### src/rtl/dma_rf_pkg.sv
package dma_rf_pkg;

  localparam int BYTE_W = 8;
  localparam int REG_W  = 2 * BYTE_W;
  localparam int AW     = 4;
  localparam int MODE_W = BYTE_W - 2;

  typedef enum logic [AW-1:0] {
    PORT_STAT   = 4'd8,
    PORT_REQ    = 4'd9,
    PORT_MASK1  = 4'd10,
    PORT_MODE   = 4'd11,
    PORT_CLRPTR = 4'd12,
    PORT_MRST   = 4'd13,
    PORT_CLRMSK = 4'd14,
    PORT_WRMSK  = 4'd15
  } ctl_port_e;

  // replace one byte of a register, chosen by the pointer
  function automatic logic [REG_W-1:0] put_byte(input logic [REG_W-1:0] v,
                                                input logic hi,
                                                input logic [BYTE_W-1:0] b);
    return hi ? {b, v[BYTE_W-1:0]} : {v[REG_W-1:BYTE_W], b};
  endfunction

  function automatic logic [BYTE_W-1:0] get_byte(input logic [REG_W-1:0] v,
                                                 input logic hi);
    return hi ? v[REG_W-1:BYTE_W] : v[BYTE_W-1:0];
  endfunction

  // count wrapped past zero
  function automatic logic is_wrap(input logic [REG_W-1:0] cnt);
    return &cnt;
  endfunction

endpackage

### src/rtl/dma_rf_byteptr.sv
module dma_rf_byteptr (
  input  logic clk,
  input  logic rst_n,
  input  logic clr,
  input  logic step,
  output logic ptr_q
);
  always_ff @(posedge clk) begin
    if (!rst_n)     ptr_q <= 1'b0;
    else if (clr)   ptr_q <= 1'b0;
    else if (step)  ptr_q <= ~ptr_q;
  end
endmodule

### src/rtl/dma_rf_channel.sv
module dma_rf_channel
  import dma_rf_pkg::*;
(
  input  logic              clk,
  input  logic              rst_n,
  input  logic              host_wr_a,
  input  logic              host_wr_c,
  input  logic              hi,
  input  logic [BYTE_W-1:0] wbyte,
  input  logic              mode_we,
  input  logic [MODE_W-1:0] mode_d,
  input  logic              mask_set,
  input  logic              mask_clr,
  input  logic              mask_ld,
  input  logic              mask_ld_val,
  input  logic              eng_we,
  input  logic [REG_W-1:0]  eng_a,
  input  logic [REG_W-1:0]  eng_c,
  output logic [REG_W-1:0]  cur_a,
  output logic [REG_W-1:0]  cur_c,
  output logic [MODE_W-1:0] mode_q,
  output logic              mask_q,
  output logic              tc_evt,
  output logic              autoinit
);
  logic [REG_W-1:0] base_a, base_c;
  logic [REG_W-1:0] nb_a, nb_c;

  assign autoinit = mode_q[2];
  assign tc_evt   = eng_we & is_wrap(eng_c);
  assign nb_a     = put_byte(base_a, hi, wbyte);
  assign nb_c     = put_byte(base_c, hi, wbyte);

  always_ff @(posedge clk) begin
    if (!rst_n) begin
      base_a <= '0;
      base_c <= '0;
      cur_a  <= '0;
      cur_c  <= '0;
      mode_q <= '0;
      mask_q <= 1'b1;
    end else begin
      if (eng_we) begin
        if (tc_evt && autoinit) begin
          cur_a <= base_a;
          cur_c <= base_c;
        end else begin
          cur_a <= eng_a;
          cur_c <= eng_c;
        end
      end
      if (host_wr_a) begin
        base_a <= nb_a;
        cur_a  <= nb_a;
      end
      if (host_wr_c) begin
        base_c <= nb_c;
        cur_c  <= nb_c;
      end
      if (mode_we) mode_q <= mode_d;
      if (tc_evt && !autoinit) mask_q <= 1'b1;
      if (mask_set)            mask_q <= 1'b1;
      else if (mask_clr)       mask_q <= 1'b0;
      else if (mask_ld)        mask_q <= mask_ld_val;
    end
  end
endmodule

### src/rtl/dma_regfile.sv
module dma_regfile
  import dma_rf_pkg::*;
#(
  parameter int NUM_CH = 4,
  localparam int CH_W  = $clog2(NUM_CH)
) (
  input  logic                     clk,
  input  logic                     rst_n,
  input  logic [AW-1:0]            io_addr,
  input  logic [BYTE_W-1:0]        io_wdata,
  input  logic                     io_wr,
  input  logic                     io_rd,
  output logic [BYTE_W-1:0]        io_rdata,
  input  logic                     eng_upd,
  input  logic [CH_W-1:0]          eng_ch,
  input  logic [REG_W-1:0]         eng_addr,
  input  logic [REG_W-1:0]         eng_cnt,
  output logic [NUM_CH-1:0]        ch_mask,
  output logic [NUM_CH*MODE_W-1:0] ch_mode,
  output logic [NUM_CH*REG_W-1:0]  ch_addr,
  output logic [NUM_CH*REG_W-1:0]  ch_cnt,
  output logic [BYTE_W-1:0]        cmd_reg
);
  // named events, also observed by the bound checker
  logic              ev_data_acc, ev_data_wr, ev_clrff, ev_mreset;
  logic              ev_clrall, ev_wrall, ev_mask1, ev_mode, ev_req;
  logic              ev_cmd, ev_stat_rd, ev_maskcmd;
  logic [NUM_CH-1:0] ev_tc, autoinit_v;
  logic [CH_W-1:0]   sel_ch, wsel;
  logic              is_cnt, ptr_q;
  logic [NUM_CH-1:0] tc_q, req_q;
  logic [REG_W-1:0]  cur_a [NUM_CH];
  logic [REG_W-1:0]  cur_c [NUM_CH];

  assign sel_ch      = io_addr[CH_W:1];
  assign is_cnt      = io_addr[0];
  assign wsel        = io_wdata[CH_W-1:0];
  assign ev_data_acc = (io_wr | io_rd) & ~io_addr[AW-1];
  assign ev_data_wr  = io_wr & ~io_addr[AW-1];
  assign ev_cmd      = io_wr && io_addr == PORT_STAT;
  assign ev_req      = io_wr && io_addr == PORT_REQ;
  assign ev_mask1    = io_wr && io_addr == PORT_MASK1;
  assign ev_mode     = io_wr && io_addr == PORT_MODE;
  assign ev_clrff    = io_wr && io_addr == PORT_CLRPTR;
  assign ev_mreset   = io_wr && io_addr == PORT_MRST;
  assign ev_clrall   = io_wr && io_addr == PORT_CLRMSK;
  assign ev_wrall    = io_wr && io_addr == PORT_WRMSK;
  assign ev_stat_rd  = io_rd && io_addr == PORT_STAT;
  assign ev_maskcmd  = ev_mask1 | ev_clrall | ev_wrall | ev_mreset;

  dma_rf_byteptr u_ptr (
    .clk   (clk),
    .rst_n (rst_n),
    .clr   (ev_clrff | ev_mreset),
    .step  (ev_data_acc),
    .ptr_q (ptr_q)
  );

  for (genvar i = 0; i < NUM_CH; i++) begin : g_ch
    logic sel_me, wsel_me;
    assign sel_me  = sel_ch == CH_W'(i);
    assign wsel_me = wsel == CH_W'(i);

    dma_rf_channel u_ch (
      .clk         (clk),
      .rst_n       (rst_n),
      .host_wr_a   (ev_data_wr & sel_me & ~is_cnt),
      .host_wr_c   (ev_data_wr & sel_me & is_cnt),
      .hi          (ptr_q),
      .wbyte       (io_wdata),
      .mode_we     (ev_mode & wsel_me),
      .mode_d      (io_wdata[BYTE_W-1:2]),
      .mask_set    ((ev_mask1 & wsel_me & io_wdata[2]) | ev_mreset),
      .mask_clr    ((ev_mask1 & wsel_me & ~io_wdata[2]) | ev_clrall),
      .mask_ld     (ev_wrall),
      .mask_ld_val (io_wdata[i]),
      .eng_we      (eng_upd && eng_ch == CH_W'(i)),
      .eng_a       (eng_addr),
      .eng_c       (eng_cnt),
      .cur_a       (cur_a[i]),
      .cur_c       (cur_c[i]),
      .mode_q      (ch_mode[i*MODE_W +: MODE_W]),
      .mask_q      (ch_mask[i]),
      .tc_evt      (ev_tc[i]),
      .autoinit    (autoinit_v[i])
    );

    assign ch_addr[i*REG_W +: REG_W] = cur_a[i];
    assign ch_cnt[i*REG_W +: REG_W]  = cur_c[i];
  end

  always_ff @(posedge clk) begin
    if (!rst_n || ev_mreset) begin
      tc_q    <= '0;
      req_q   <= '0;
      cmd_reg <= '0;
    end else begin
      tc_q <= (ev_stat_rd ? '0 : tc_q) | ev_tc;
      if (ev_req)  req_q[wsel] <= io_wdata[2];
      if (ev_cmd)  cmd_reg     <= io_wdata;
    end
  end

  always_comb begin
    io_rdata = '0;
    if (!io_addr[AW-1])
      io_rdata = get_byte(is_cnt ? cur_c[sel_ch] : cur_a[sel_ch], ptr_q);
    else if (io_addr == PORT_STAT)
      io_rdata = BYTE_W'({req_q, tc_q});
  end
endmodule

### config.mk
export PLATFORM = sky130hd
export DESIGN_NAME = dma_regfile
export DESIGN_NICKNAME = d
export VERILOG_FILES = /design/src/rtl/dma_rf_pkg.sv /design/src/rtl/dma_rf_byteptr.sv /design/src/rtl/dma_rf_channel.sv /design/src/rtl/dma_regfile.sv
export SDC_FILE = /design/constraint.sdc
export NUM_CORES = 1
export LEC_CHECK = 0
export BUFFER_PORTS_ARGS = -buffer_cell sky130_fd_sc_hd__buf_2
export CAP_MARGIN = 30
export CORE_ASPECT_RATIO = 0.8
export CORE_MARGIN = 5
export CORE_UTILIZATION = 50
export CTS_CLUSTER_DIAMETER = 60
export DETAILED_ROUTE_END_ITERATION = 8
export PLACE_DENSITY = 0.72
export SLEW_MARGIN = 15
export SYNTH_ARGS = -nofsm -noshare
export SYNTH_HDL_FRONTEND = slang
export SYNTH_SLANG_ARGS = --single-unit
### constraint.sdc
create_clock -name clk -period 2.27 [get_ports clk]
set_input_delay 0.1135 -clock clk [delete_from_list [all_inputs] [get_ports clk]]
set_output_delay 0.1135 -clock clk [all_outputs]
set_load 0.01 [all_outputs]
## After elaboration in Yosys (flattened, before gate mapping)

Cells that the tools add are included.

- Output and inout port bits: 172
- Register bits after elaboration: 301

- Equality and inequality tests: 17
- Reduce and logical (&&, ||, !) cells: 49
- Bitwise logic cells: 51
- Order comparisons: 3
- Mux-type cells: 58

Operator list:

| operator | number |
|---|---|
| $mux W16 | 37 |
| $bmux W16 S2 | 2 |
| $and A1 B1 Y1 | 34 |
| $eq A4 B4 Y1 const B | 8 |
| $mux W8 | 3 |
| $logic_and A1 B1 Y1 | 22 |
| $reduce_and A16 Y1 | 1 |
| $reduce_bool A2 Y1 | 8 |
| $mux W1 | 13 |
| $eq A2 B2 Y1 const B | 6 |
| $reduce_bool A3 Y1 | 4 |
| $or A1 B1 Y1 | 10 |
| $reduce_or A2 Y1 | 5 |
| $eq A2 B1 Y1 const B | 3 |
| $logic_not A2 Y1 | 3 |
| $logic_not A1 Y1 | 5 |
| $not A1 Y1 | 5 |
| $bwmux W4 | 1 |
| $mux W4 | 1 |
| $or A4 B4 Y4 | 1 |
| $ge A3 B3 Y1 const B | 1 |
| $lt A2 B3 Y1 const B | 1 |
| $not A2 Y3 | 1 |
| $demux W1 S2 | 1 |
| other kinds (2) | 2 |

## Longest topological paths before layout

Gate-level depths: netlist of the first run.

- Depth after elaboration: 7
- Mapped depth: 8

## By module

From an unflattened synthesis of the first run, not the netlist that was laid out.

- Cells, all modules: 2184
- Area total of the unflattened synthesis: 17000.1 µm²

Modules (own cells, without submodules):

| module | area an instance (µm²) | sequential area each (µm²) | times used | cells each |
|---|---|---|---|---|
| dma_rf_channel | 3722.3 | 1421.4 | 4 | 482 |
| dma_regfile | 2069.5 | 320.3 | 1 | 253 |
| dma_rf_byteptr | 41.3 | 20.0 | 1 | 3 |

## Worst setup path before layout of the first run

Ideal clock, no wire load.

- Path type: input-to-output
- From: in io_addr[1]
- To: out io_rdata[7]
- Path slack: 480 ps
- Data arrival time: 1677 ps
- Stages: 7
- Cells stage by stage: buf_4 > buf_2 > buf_2 > mux4_2 > mux2_2 > a22oi_1 > nand2_1

- Word-level cells in the longest chain between the ends: 7

RTL lines:

| item | RTL line | source |
|---|---|---|
| from (decl) | dma_regfile.sv:9 | `input logic [AW-1:0] io_addr,` |
| $not A2 Y3 (implied by the code) | dma_regfile.sv:107 | `io_rdata = get_byte(is_cnt ? cur_c[sel_ch] : cur_a[sel_ch], ptr_q);` |
| $bmux W16 S2 | dma_regfile.sv:107 |  |
| $mux W16 (implied by the code) (2 in series) | dma_regfile.sv:107 |  |
| $mux W16 | dma_regfile.sv:107 |  |
| $mux W8 | dma_rf_pkg.sv:28 | `return hi ? v[REG_W-1:BYTE_W] : v[BYTE_W-1:0];` |
| $mux W8 * | dma_regfile.sv:106 | `if (!io_addr[AW-1])` |
| to (decl) | dma_regfile.sv:13 | `output logic [BYTE_W-1:0] io_rdata,` |

Every way passes the cells marked *; elsewhere a longest branch is shown, timed or not. The select of a mux whose other input is x is not followed.

## Final worst setup path of the first run

- From: reg g_ch[2].u_ch.cur_c[10]
- To: out io_rdata[2]

- Word-level cells in the longest chain between the ends: 6

RTL lines:

| item | RTL line | source |
|---|---|---|
| from (decl) | dma_rf_channel.sv:20 | `output logic [REG_W-1:0] cur_c,` |
| from (signal assigned) | dma_rf_channel.sv:46 | `cur_c <= base_c;` |
| from (signal assigned) | dma_rf_channel.sv:49 | `cur_c <= eng_c;` |
| from (signal assigned) | dma_rf_channel.sv:58 | `cur_c <= nb_c;` |
| $bmux W16 S2 | dma_regfile.sv:107 |  |
| $mux W16 (implied by the code) (2 in series) | dma_regfile.sv:107 |  |
| $mux W16 | dma_regfile.sv:107 |  |
| $mux W8 | dma_rf_pkg.sv:28 |  |
| $mux W8 | dma_regfile.sv:106 |  |

No other way between the ends. The select of a mux whose other input is x is not followed.

==> results_dict.tcl, run 1 <==
set metrics [dict create \
    status "finished with violations" \
    failed_checks "setup timing" \
    grt_overflow 0 \
    cts_root_buffer "clkbuf_16" \
    drc 0 \
    clock_sinks 301 \
    fin_cells 2612 \
    hold_path_class "input pin to flop" \
    fill_cells 2857 \
    rows 59 \
    gp_congestion 1.05 \
    maxCapViolations 0 \
    worst_slew_pin_slew_ns 0.827 \
    whs_ns 0.0283 \
    portBuffers 222 \
    placed_cells 2517 \
    drt_wl_total_um 75500 \
    slew_headroom 0.449 \
    cts_made_buffers 35 \
    syn_avg_cell_area_sq_um 8.46 \
    skew_ns 0.0317 \
    p_per_area_nw_per_um2 714 \
    synth_edf_count 0 \
    max_freq_mhz 439 \
    cp_max_fo 4 \
    routedWlPerCell_um 28.9 \
    cts_tree "yes" \
    die_h_um 172 \
    rsz0062_at_grt "yes" \
    syn2layout_area_growth_pct 21.3 \
    fin_total_pwr_mw 14.3 \
    syn-cell-area_sq_um 16500 \
    fin_crit_sh 1.00 \
    async_reset_ff_frac 0 \
    synth_cells 1950 \
    track_usage 0.391 \
    drive_gt1_frac 0.247 \
    start_util 0.507 \
    synth_nets 2001 \
    synth-seq-cells 301 \
    ys.flop_type "dfxtp_1" \
    synth_cell_type_count 56 \
    grt_max_degree 117 \
    grt_pass1_vias 16200 \
    die_x_um 213 \
    ys_seq_area_frac 0.365 \
    dieArea_sq_um 36800 \
    antenna_left 0 \
    dpl.hpwl_um 52000 \
    clkTransAtPathRegs_ns 0.07 \
    dp_slack_ns 0.162 \
    path_class "flop to primary output" \
    vdd_drop_max_v 0.000486 \
    multiInputGateArea_sq_um 9550 \
    seqCellArea_sq_um 6070 \
    hold_violations 0 \
    setup_viol 4 \
    vias_per_cell 6.98 \
    num-nets-final 2206 \
    worst_setup_path_start_kind "flop" \
    clock_latency_ns 0.55 \
    io-pin-count 223 \
    cp_data_required_time_ns 2.16 \
    drtPass1Iterations 6 \
    drv_slew 0 \
    dr_total_vias 18200 \
    worst_ep_arrival_time_ns 2.16 \
    yosys_warnings 0 \
    p_leak_nw 7.69 \
    grt_pass1_wl_um 108000 \
    drt_iter0_markers 3031 \
    final.min_clock_period_ns 2.28 \
    grt_antenna_before_repair 4 \
    h-tree-depth 2 \
    core_sq_um 32600 \
    clockBufferDepth 3 \
    layout_setup_ws_ns -0.00846 \
    worstSetupEndpointType "primary output" \
]
[where the power goes]
| group | leakage, nW | switching (mW) | internal, mW |
|---|---|---|---|
| combinational | 4.66 | 1.47 | 0.896 |
| sequential | 2.46 | 0.439 | 5.57 |
| clock | 0.573 | 2.46 | 3.46 |
[final cells by class]
type                       instances  share of cell area
clock inverter                    11             0.00657
multi-input combinational       1400               0.477
tap                              427              0.0267
inverter                          33             0.00632
timing repair buffer             384               0.127
clock buffer                      52              0.0525
sequential                       301               0.303
antenna                            4            0.000500
[metal layers]
metal / global-route usage / vias up / wire length [um]
met4: 0.121 / 4 / 2780
met3: 0.161 / 219 / 13200
met1: 0.565 / 8702 / 29400
li1: - / 7769 / -
met5: 0 / - / 68
met2: 0.529 / 1539 / 30000
[timing repair]
action,in CTS,in global routing
endpoints found under the setup margin,8,6
hold endpoints to repair,81,0
pin swaps,7,5
hold buffers,25,0
buffers inserted,1,2
resized for setup,30,12
[through the flow]
step / util / area [sq um] / TNS [ns]
6_report: 0.615 / 20000 / -0.0239
5_1_grt: 0.614 / 20000 / -0.0766
4_1_cts: 0.613 / 20000 / -0.0120
3_5_place_dp: 0.567 / 18400 / 0
3_3_place_gp: 0.567 / 18400 / 0
2_1_floorplan: - / 16500 / 0
[Yosys cell counts (6+ instances only)]
cell,instances,area [sq um]
nor2b_1,38,238
nand2b_1,20,125
o311ai_1,6,52.6
nor3_4,7,114
o21ai_0,114,571
a2111oi_0,17,149
a31oi_1,16,100
a31o_2,23,201
o221a_2,6,67.6
mux2_2,7,78.8
nand4_1,45,282
nor2_1,173,649
o2111ai_1,72,631
buf_4,11,82.6
a21oi_1,54,270
buf_2,34,170
clkbuf_1,148,556
nor3_1,24,120
and2_1,11,68.8
o211ai_1,129,968
a211oi_1,6,45.0
mux2i_1,160,1600
nand2_1,183,687
buf_1,20,75.1
inv_1,33,124
dfxtp_1,301,6030
o21ai_1,6,30.0
a22oi_1,36,270
mux4_2,30,676
o311ai_0,58,508
nand3_1,117,586
[placed cells by master, fill, tap and decap left out, types with 32 or more instances in the layout]
master     Yosys  layout
nor2b_1       38      38
o2111ai_1     72      72
buf_4         11     125
nand4_1       45      45
clkbuf_16      0      36
o311ai_0      58      58
buf_2         34     221
nand2_1      183     182
mux2i_1      160     160
nand3_1      117     117
dfxtp_1      301     273
o21ai_0      114     113
o211ai_1     129     129
inv_1         33      32
a21oi_1       54      54
nor2_1       173     172
[worst paths after layout]
path	cells past startpoint	to	start	slack, ns
worst max register to register	5	g_ch[0].u_ch.cur_c[9]$_SDFFE_PN0P_	u_ptr.ptr_q$_SDFFE_PP0P_	0.25
worst max-delay path	5	io_rdata[2]	g_ch[2].u_ch.cur_c[10]$_SDFFE_PN0P_	-0.008
worst min-delay path	3	g_ch[3].u_ch.base_c[1]$_SDFFE_PN0P_	io_wdata[1]	0.03
worst min register to register	2	cmd_reg[0]$_SDFFE_PP0P_	cmd_reg[0]$_SDFFE_PP0P_	0.45
[worst max-delay path: stages, from the launching register on]
cell and delay [ns]:
dfxtp_2 0.37, mux4_2 0.49, mux2_2 0.30, a22oi_2 0.14, nand2_1 0.14, buf_2 0.17
[kinds of logic after synthesis]
group                  count (synthesis)  synth area share
AOI/OAI and AO/OA                    554             0.240
buffers and inverters                249            0.0619
DFF                                  301             0.365
muxes                                197             0.143
and+or+nand+nor                      649             0.190
Power figures use the tool's default switching activity.
==> inputs of run 2 (changes only) <==
- TNS_END_PERCENT: default -> 1
==> results_dict.tcl, run 2 (same netlist as run 1, synthesis figures left out) <==
set metrics [dict create \
    track_usage 0.391 \
    clockBufferDepth 3 \
    drc 0 \
    final_cell_mix "280 x dfxtp_1, 220 x buf_2, 182 x nand2_1, 172 x nor2_1, 160 x mux2i_1" \
    drt_iter0_markers 3234 \
    drt_wl_total_um 75300 \
    h-tree-depth 2 \
    io-pin-count 223 \
    path_class "flop to primary output" \
    grt_max_degree 117 \
    grt_overflow 0 \
    layout_setup_ws_ns -0.0513 \
    clkTransAtPathRegs_ns 0.07 \
    seqCellArea_sq_um 6060 \
    rrSetupSlack_ns 0.25 \
    dpl.hpwl_um 52000 \
    die_x_um 213 \
    cp_data_required_time_ns 2.16 \
    worstSetupEndpointType "primary output" \
    cts_made_buffers 35 \
    hold_path_class "input pin to flop" \
    skew_ns 0.0267 \
    clock_latency_ns 0.55 \
    failed_checks "setup timing" \
    cts_root_buffer "clkbuf_16" \
    cts_tree "yes" \
    vdd_drop_max_v 0.000488 \
    vias_per_cell 6.98 \
    start_util 0.507 \
    worst_ep_arrival_time_ns 2.21 \
    routedWlPerCell_um 28.8 \
    drtPass1Iterations 6 \
    maxCapViolations 0 \
    clock_sinks 301 \
    layout_commonest_cell "dfxtp_1" \
    max_freq_mhz 431 \
    dr_total_vias 18200 \
    setup_viol 5 \
    cp_max_fo 3 \
    dieArea_sq_um 36800 \
    fin_util 0.614 \
    grt_pass1_vias 16200 \
    die_h_um 172 \
    num-nets-final 2205 \
    multiInputGateArea_sq_um 9540 \
    grt_pass1_wl_um 108000 \
    grt_antenna_before_repair 3 \
    rsz0062_at_grt "yes" \
    fin_crit_sh 1.02 \
    p_leak_nw 7.68 \
    portBuffers 222 \
    worst_slew_pin_slew_ns 0.841 \
    fill_cells 2855 \
    rows 59 \
    slew_headroom 0.440 \
    status "finished with violations" \
    whs_ns 0.0341 \
    drv_slew 0 \
    hold_violations 0 \
    gp_congestion 1.05 \
    drive_gt1_frac 0.244 \
    antenna_left 0 \
    p_per_area_nw_per_um2 713 \
    final.min_clock_period_ns 2.32 \
    core_sq_um 32600 \
    worst_setup_path_start_kind "flop" \
    syn2layout_area_growth_pct 21.2 \
]
[run 2: changes by cell type in the layout (fill, tap and decap cells not counted)]
cell / delta
buf_4: -1
mux2_4: -1
dfxtp_1: +7
mux2_2: +1
dfxtp_2: -5
buf_2: -1
buf_6: +1
dfxtp_4: -2
diode_2: +1
[run 2: routing by layer]
layer / routed length (um) / vias up / global-route usage
met5: 18 / - / 0
met4: 2660 / 2 / 0.122
met3: 13200 / 213 / 0.159
met2: 30200 / 1506 / 0.528
met1: 29300 / 8746 / 0.565
li1: - / 7773 / -
[run 2: what timing repair did]
action	CTS	global route
setup endpoints to repair	8	7
pin swaps	3	5
setup buffers	1	1
endpoints found under the hold margin	80	0
gates resized for setup	15	18
hold buffers	25	0
[run 2: power breakdown]
| part | leakage (nW) | switching, mW | internal, mW | total (mW) |
|---|---|---|---|---|
| Combinational | 4.65 | 1.46 | 0.892 | 2.36 |
| Sequential | 2.46 | 0.437 | 5.57 | 6.00 |
| Clock | 0.573 | 2.45 | 3.46 | 5.90 |
[run 2: cell type report]
cell class / count / share of cell area
Tap cell: 427 / 0.0267
Antenna cell: 5 / 0.000626
Clock buffer: 52 / 0.0526
Sequential cell: 301 / 0.303
Inverter: 33 / 0.00632
Clock inverter: 11 / 0.00657
Timing Repair Buffer: 383 / 0.127
Multi-Input combinational cell: 1400 / 0.477
[run 2: through the flow]
| stage | setup TNS [ns] | power (mW) | instances | setup WS [ns] | area [sq um] |
|---|---|---|---|---|---|
| floorplan | 0 | 7.11 | 1950 | 0.480 | 16500 |
| global placement | 0 | 8.24 | 2517 | 0.180 | 18400 |
| detailed placement | 0 | 8.27 | 2517 | 0.162 | 18400 |
| CTS | -0.0781 | 14.1 | 2606 | -0.0355 | 19900 |
| global route | -0.133 | 14.6 | 2608 | -0.0397 | 20000 |
| finish | -0.105 | 14.3 | 2612 | -0.0513 | 20000 |
[run 2: critical path, cell delays in order (launching register included)]
cell,delay (ns)
dfxtp_1,0.41
mux4_2,0.49
mux2_2,0.30
a22oi_2,0.23
nand2_1,0.10
buf_2,0.15
[run 2: worst paths after layout]
check                                      from                             endpoint  depth (start not counted)
min reg2reg             cmd_reg[7]$_SDFFE_PP0P_              cmd_reg[7]$_SDFFE_PP0P_                          2
max          g_ch[2].u_ch.cur_a[0]$_SDFFE_PN0P_                          io_rdata[0]                          5
max reg2reg            u_ptr.ptr_q$_SDFFE_PP0P_   g_ch[0].u_ch.cur_c[9]$_SDFFE_PN0P_                          5
min                                 io_wdata[1]  g_ch[3].u_ch.base_c[1]$_SDFFE_PN0P_                          3
